`src/rtl/t1_remote_alarm_det.sv`:
```
module t1_remote_alarm_det #(
  parameter int CH_BLOCK     = 256,
  parameter int B2_SET_MIN   = 254,
  parameter int FPOS_W       = 4,
  parameter int FBIT_IDX     = 11,
  parameter int PAT_W        = 16,
  parameter logic [PAT_W-1:0] PATTERN = 16'h00FF,
  parameter int ESF_RUN      = 16,
  parameter int ESF_BLOCK    = 16,
  parameter int ESF_CLR_MAX  = 14
) (
  input  logic              clk,
  input  logic              rst_n,
  input  logic              esf_mode,
  input  logic              d4_fbit_sel,
  input  logic              ch_valid,
  input  logic [7:0]        ch_data,
  input  logic              fbit_valid,
  input  logic [FPOS_W-1:0] fbit_pos,
  input  logic              fbit_val,
  input  logic              fdl_valid,
  input  logic              fdl_sync,
  input  logic              fdl_bit,
  output logic              alarm
);
  localparam int CHW = $clog2(CH_BLOCK);
  localparam int ZW  = $clog2(CH_BLOCK + 1);
  localparam int BW  = $clog2(PAT_W);
  localparam int RW  = $clog2(ESF_RUN + 1);
  localparam int GW  = $clog2(ESF_BLOCK);
  localparam int MW  = $clog2(ESF_BLOCK + 1);

  typedef enum logic [1:0] {M_B2, M_FB, M_ESF} mode_e;

  mode_e            mode_q, cur_mode;
  logic [CHW-1:0]   ch_cnt;
  logic [ZW-1:0]    zero_cnt;
  logic             fb_prev, fb_have;
  logic [PAT_W-1:0] sh;
  logic [BW-1:0]    bit_idx;
  logic [RW-1:0]    run;
  logic [GW-1:0]    grp;
  logic [MW-1:0]    hits;
  logic             alarm_q;

  assign cur_mode = esf_mode ? M_ESF : (d4_fbit_sel ? M_FB : M_B2);

  wire              mode_chg = cur_mode != mode_q;
  wire              b2_en    = mode_q == M_B2 && !mode_chg && ch_valid;
  wire              b2_last  = ch_cnt == CHW'(CH_BLOCK - 1);
  wire [ZW-1:0]     b2_total = zero_cnt + ZW'(!ch_data[6]);
  wire              fb_en    = mode_q == M_FB && !mode_chg && fbit_valid &&
                               fbit_pos == FPOS_W'(FBIT_IDX);
  wire              es_en    = mode_q == M_ESF && !mode_chg && fdl_valid;
  wire [BW-1:0]     pos      = fdl_sync ? '0 : bit_idx;
  wire [PAT_W-1:0]  word     = {sh[PAT_W-2:0], fdl_bit};
  wire              grp_done = es_en && pos == BW'(PAT_W - 1);
  wire              hit      = word == PATTERN;
  wire [RW-1:0]     run_nx   = !hit ? '0 : (run == RW'(ESF_RUN) ? run : run + 1'b1);
  wire              blk_end  = grp == GW'(ESF_BLOCK - 1);
  wire [MW-1:0]     hits_tot = hits + MW'(hit);

  always_ff @(posedge clk) begin
    if (!rst_n || mode_chg) begin
      mode_q   <= rst_n ? cur_mode : M_B2;
      ch_cnt   <= '0;
      zero_cnt <= '0;
      fb_prev  <= 1'b0;
      fb_have  <= 1'b0;
      sh       <= '0;
      bit_idx  <= '0;
      run      <= '0;
      grp      <= '0;
      hits     <= '0;
      alarm_q  <= 1'b0;
    end else begin
      if (b2_en) begin
        if (b2_last) begin
          alarm_q  <= b2_total >= ZW'(B2_SET_MIN);
          ch_cnt   <= '0;
          zero_cnt <= '0;
        end else begin
          ch_cnt   <= ch_cnt + 1'b1;
          zero_cnt <= b2_total;
        end
      end
      if (fb_en) begin
        if (fb_have && fbit_val == fb_prev) alarm_q <= fbit_val;
        fb_prev <= fbit_val;
        fb_have <= 1'b1;
      end
      if (es_en) begin
        sh      <= word;
        bit_idx <= pos + 1'b1;
        if (grp_done) begin
          run  <= run_nx;
          grp  <= blk_end ? '0 : grp + 1'b1;
          hits <= blk_end ? '0 : hits_tot;
          if (run_nx == RW'(ESF_RUN))
            alarm_q <= 1'b1;
          else if (blk_end && hits_tot <= MW'(ESF_CLR_MAX))
            alarm_q <= 1'b0;
        end
      end
    end
  end

  assign alarm = alarm_q;

  assert_reset_clear_R1: assert property (@(posedge clk) !rst_n |=> !alarm);

  assert_mode_change_R9: assert property (@(posedge clk) disable iff (!rst_n)
    mode_chg |=> !alarm);

  assert_b2_hold_R4: assert property (@(posedge clk) disable iff (!rst_n)
    (mode_q == M_B2 && !mode_chg && !(ch_valid && b2_last)) |=> $stable(alarm));

  assert_fbit_hold_R5: assert property (@(posedge clk) disable iff (!rst_n)
    (mode_q == M_FB && !mode_chg && !fb_en) |=> $stable(alarm));

  assert_esf_set_R6: assert property (@(posedge clk) disable iff (!rst_n)
    (grp_done && hit && run == RW'(ESF_RUN - 1)) |=> alarm);

  assert_esf_hold_R7: assert property (@(posedge clk) disable iff (!rst_n)
    (mode_q == M_ESF && !mode_chg && !grp_done) |=> $stable(alarm));
endmodule

```
`config.mk`:
```
export PLATFORM = sky130hd
export DESIGN_NAME = t1_remote_alarm_det
export DESIGN_NICKNAME = d
export VERILOG_FILES = /design/src/rtl/t1_remote_alarm_det.sv
export SDC_FILE = /design/constraint.sdc
export NUM_CORES = 1
export LEC_CHECK = 0
export BUFFER_PORTS_ARGS = -buffer_cell sky130_fd_sc_hd__buf_4
export CORE_UTILIZATION = 40
export DETAILED_ROUTE_END_ITERATION = 7
export PLACE_DENSITY = 0.53
export SKIP_CTS_REPAIR_TIMING = 1
export SLEW_MARGIN = 15
export SYNTH_ARGS = -nofsm -noshare
export SYNTH_HDL_FRONTEND = slang
export SYNTH_SLANG_ARGS = --single-unit
```
`constraint.sdc`:
```
create_clock -name clk -period 3.3 [get_ports clk]
set_input_delay 0.495 -clock clk [delete_from_list [all_inputs] [get_ports clk]]
set_output_delay 0.495 -clock clk [all_outputs]
set_load 0.005 [all_outputs]
```
After elaboration in Yosys (flattened, before gate mapping)
Index checks and enable logic that the tools add are counted.
{ "word_totals": {"elab_cells": 63, "inputBits": 22, "output_inout_bits": 1, "register_bits": 55} }
{ "classes": {"muxes": 17, "n_reduce_logical": 16, "n_addsub": 6, "n_eq_ne": 11, "n_lt_le_gt_ge": 2} }
{ "op_table": {"columns": ["operator", "count"], "rows": [
  ["16-bit by 8-bit equality test with 1-bit output (second input constant)", 1],
  ["5-bit two-way mux", 3],
  ["4-bit equality test (second input constant)", 3],
  ["5-bit equality test (second input constant)", 2],
  ["1-bit logical AND", 10],
  ["9-bit by 1-bit adder with 9-bit output", 1],
  ["9-bit by 8-bit greater-or-equal comparator with 1-bit output (second input constant)", 1],
  ["1-bit two-way mux", 9],
  ["9-bit two-way mux", 1],
  ["4-bit by 1-bit adder with 4-bit output (second input constant)", 2],
  ["8-bit by 1-bit adder with 8-bit output (second input constant)", 1],
  ["8-bit equality test (second input constant)", 1],
  ["4-bit two-way mux", 2],
  ["8-bit two-way mux", 1],
  ["5-bit by 1-bit adder with 5-bit output", 1],
  ["5-bit by 1-bit adder with 5-bit output (second input constant)", 1],
  ["5-bit by 4-bit less-or-equal comparator with 1-bit output (second input constant)", 1],
  ["1-bit zero test", 3],
  ["2-bit by 1-bit equality test with 1-bit output (second input constant)", 1],
  ["2-bit equality test (second input constant)", 1],
  ["2-bit zero test", 1],
  ["2-bit two-way mux", 1],
  ["2-bit != test", 1],
  ["2-bit AND reduction", 1],
  ["other kinds (2)", 2]
]} }

Logic depth before layout (Yosys ltp)
{ "depth": {"ltp_word": 13, "ltp_mapped": 10, "depth_no_buf": 10} }

Least setup slack after synthesis
OpenSTA, ideal clock, no wires.
{ "synth_path": {"kind": "reg2reg", "from": "register sh[7]", "to": "register alarm_q (netlist: alarm)", "path_buffers": 0, "stages_incl_launch_ff": 11, "setup_ns": 0.125, "t_arrival_ns": 2.510, "t_required_ns": 3.175, "setup_slack_ns": 0.665, "synth_period_minus_slack_ns": 2.635, "path_cell_list": "dfxtp_1 or4_1 or4_4 inv_2 ha_1 ha_1 and3b_1 o22ai_1 a211oi_1 o31ai_1 o21ai_0"} }
{ "synth_between": {"elab_chain_cells": 8, "elab_cells_between_ends": 10, "cone_classes": "add/sub (1); order compare (1); eq/ne (2); mux (5); reduce/logical (1)"} }
{ "synth_rtl": {"columns": ["item", "line_no", "rtl"], "rows": [
  ["start: declaration", "39", "logic [PAT_W-1:0] sh;"],
  ["start signal: assignment", "93", "sh <= word;"],
  ["16-bit by 8-bit equality test with 1-bit output (*)", "58", "wire hit = word == PATTERN;"],
  ["5-bit by 1-bit adder with 5-bit output", "61", "wire [MW-1:0] hits_tot = hits + MW'(hit);"],
  ["5-bit by 4-bit less-or-equal comparator with 1-bit output", "101", "else if (blk_end && hits_tot <= MW'(ESF_CLR_MAX))"],
  ["1-bit logical AND", "101", null],
  ["1-bit two-way mux", "101", null],
  ["1-bit two-way mux (*)", "99", "if (run_nx == RW'(ESF_RUN))"],
  ["1-bit two-way mux (*)", "95", "if (grp_done) begin"],
  ["1-bit two-way mux (*)", "92", "if (es_en) begin"],
  ["end signal: assignment", "79", "alarm_q <= b2_total >= ZW'(B2_SET_MIN);"],
  ["end signal: assignment", "88", "if (fb_have && fbit_val == fb_prev) alarm_q <= fbit_val;"],
  ["end: declaration", "44", "logic alarm_q;"]
]} }
Every way passes the cells marked *; elsewhere a longest branch is shown, timed or not.
A chain may end at the register's enable or synchronous reset.

Worst setup path in the final report
{ "layout_path": {"from": "register sh[8]", "to": "register alarm_q (netlist: alarm)"} }
The elaborated chain is that of the path after synthesis.

==> results.yml <==
global_route:
  grt_pass1_vias: 2039
  grt_max_degree: 36
  grt_use_total_pct: 16.1
  grt_pass1_wl_um: 9340
  antenna_found_initial: 0
  grt_remaining_overflow: 0
power_and_ir_drop:
  power_density_nw_per_um2: 400
  switching_share_pct: 23.3
  vdd_drop_max_v: 0.000172
  seqPwrFrac_pct: 56.7
  power.internal_uw: 913
  power_frac_comb_pct: 6.4
  p_total_mw: 1.19
  p_leak_nw: 0.999
  clkPwrFrac_pct: 36.9
  p_switching_uw: 277
worst_setup_path:
  startpoint_type: "flip-flop"
  critPathArrivalTime_ns: 3.07
  crit_start: "sh[8]"
  cp.required_ns: 3.50
  cp-end-kind: "flip-flop"
  cp_max_fo: 5
  critPathKind: "flip-flop to flip-flop"
  reg2reg_from: "sh[8]"
synth:
  synth.most_common_cell: "nand2_1"
  ys.warnings.count: 0
  yosysTopAreaCell: "dfxtp_1"
  yosysSeqAreaShare_pct: 42.1
  synth-edff-count: 2
  async_flop_share_pct: 0
  synth_area_leaders: "dfxtp_1 (40%), nand2_1 (8.9%), a21oi_1 (6.4%)"
  ys_dominant_reg_cell: "dfxtp_1"
  syn-cell-area_sq_um: 2660
  avgSynthCellArea_sq_um: 8.11
  synth_cell_types: 48
  synth_top_area_share_pct: 39.9
  syn-num-nets: 359
  ys_top_cells_by_count: "nand2_1 (63), dfxtp_1 (53), a21oi_1 (34)"
  synthCells: 328
  synth_seq_cells: 55
timing:
  post-route-period-util_pct: 86.9
  clock_skew_ns: 0.0107
  fmax_ghz: 0.349
  maxSlewHeadroom_pct: 45.4
  worst_slack_ns: 0.431
  final.setup.tns_ns: 0
  period_needed_ns: 2.87
  rsz0062_at_grt: "no"
  hold_violations: 0
  tightest_slew_ns: 0.809
  drv_slew: 0
  final-setup-viol-count: 0
floorplan:
  die_h_um: 83.6
  io_pins: 23
  core-area_sq_um: 6390
  start_util_pct: 41.7
  dieWidth_um: 83.6
  die_area_sq_um: 6980
  core.rowCount: 29
placement:
  globalplace.congestion: 0.739
  io_buffer_count: 15
  hpwl_um: 3820
  post-place-ws_ns: 0.473
  placedCellCount: 412
drt:
  vias: 2254
  post-route-drc-count: 0
  wl_per_cell_um: 13.4
  vias_per_cell: 5.37
  drt_wl_total_um: 5630
  drt_iter0_drc: 78
  ant_nets: 0
  firstDrtPassIters: 4
run:
  drv_cap: 0
clock_network:
  cts_buffers: 5
  h-tree-depth: 2
  root_buffer: "clkbuf_8"
  clkTransAtPathRegs_ns: 0.10
  numClockSinks: 55
  clockBufferDepth: 2
  clk_latency_ns: 0.31
  cts_tree: "yes"
run_status:
  status: "finished clean"
final_layout:
  n_antenna_cell: 0
  stdcell_count: 420
  area_delta_synth_final_pct: 11.8
  drive_gt1_share_pct: 8.75
  final_nets: 373
worst_hold_path:
  hp-start: "fbit_val"
  worstHoldPathType: "input port to flip-flop"
-- flip-flops by register name (all words and copies together), names as in the netlist --
register,flops
alarm,1
hits,5
fb_have,1
mode_q,2
sh,15
run,5
zero_cnt,9
fb_prev,1
ch_cnt,8
grp,4
bit_idx,4
-- power groups by stage --
stage | logic [mW] | registers [mW] | clock network [mW]
final | 0.0763 | 0.675 | 0.440
after global routing | 0.0841 | 0.676 | 0.484
after CTS | 0.0780 | 0.675 | 0.458
after detailed placement | 0.0776 | 0.690 | 0
after global placement | 0.0775 | 0.690 | 0
after floorplan | 0.0420 | 0.689 | 0
-- worst max-delay path: stages, from the launching register on --
cell	delay [ns]
dfxtp_1	0.34
or4_1	0.50
or4_4	0.58
inv_2	0.12
ha_1	0.22
ha_1	0.24
and3b_1	0.20
o22ai_1	0.15
a211oi_1	0.09
o31ai_1	0.19
o21ai_0	0.12
-- placed cells by master (no fill, tap or decap), types with 4 or more instances in the layout --
master and count:
a21oi_1 34, and2_1 4, and3_1 5, buf_4 17
clkbuf_8 6, dfxtp_1 53, ha_1 9, inv_1 4
nand2_1 63, nand3_1 14, nand3b_1 5, nand4_1 8
nor2_1 31, nor2b_1 4, nor3_1 5, o21ai_0 12
or3_1 4, xnor2_1 7, xor2_1 11
-- path summary, 6_finish.rpt --
check                           endpoint  slack (ns)  cells past startpoint
worst max-delay path               alarm        0.43                     10
worst min-delay path             fb_prev        0.43                      3
worst max register to register     alarm        0.43                     10
worst min register to register    sh[14]        0.45                      2
-- through the flow --
stage	instance area [sq um]	hold slack [ns]	utilization, %
2_1_floorplan	2660	0.431	-
3_3_place_gp	2860	0.444	44.8
3_5_place_dp	2860	0.445	44.8
4_1_cts	2980	0.432	46.6
5_1_grt	2980	0.435	46.6
6_report	2980	0.434	46.6
-- layer usage --
metal	track usage (%)	share of wire (%)	vias to the layer above	routed length [um]
met2	25.5	43	21	2450
met3	3.17	2.5	5	142
met1	22.1	53	1038	3000
met5	0	0	-	0
met4	4.62	0.85	0	48
li1	-	-	1190	-
-- area by class of cell --
| class | count | area (sq um) |
|---|---|---|
| clock inverters | 1 | 5.00 |
| multi-input cells | 257 | 1480 |
| well taps | 77 | 96.3 |
| inverters | 5 | 18.8 |
| repair buffers | 18 | 148 |
| clock buffers | 7 | 108 |
| fillers | 646 | 3410 |
| flip-flops and latches | 55 | 1120 |
-- logic make-up after synthesis --
family / after synthesis / synth area share, %
and+or+nand+nor: 161 / 29.8
buffers and inverters: 16 / 2.30
adders and majority gates: 9 / 4.23
AOI/OAI and AO/OA: 68 / 15.3
muxes: 1 / 0.376
DFF: 55 / 42.1
xor gates and xnor gates: 18 / 5.92
Note: power is estimated with default switching activity, not from simulation.
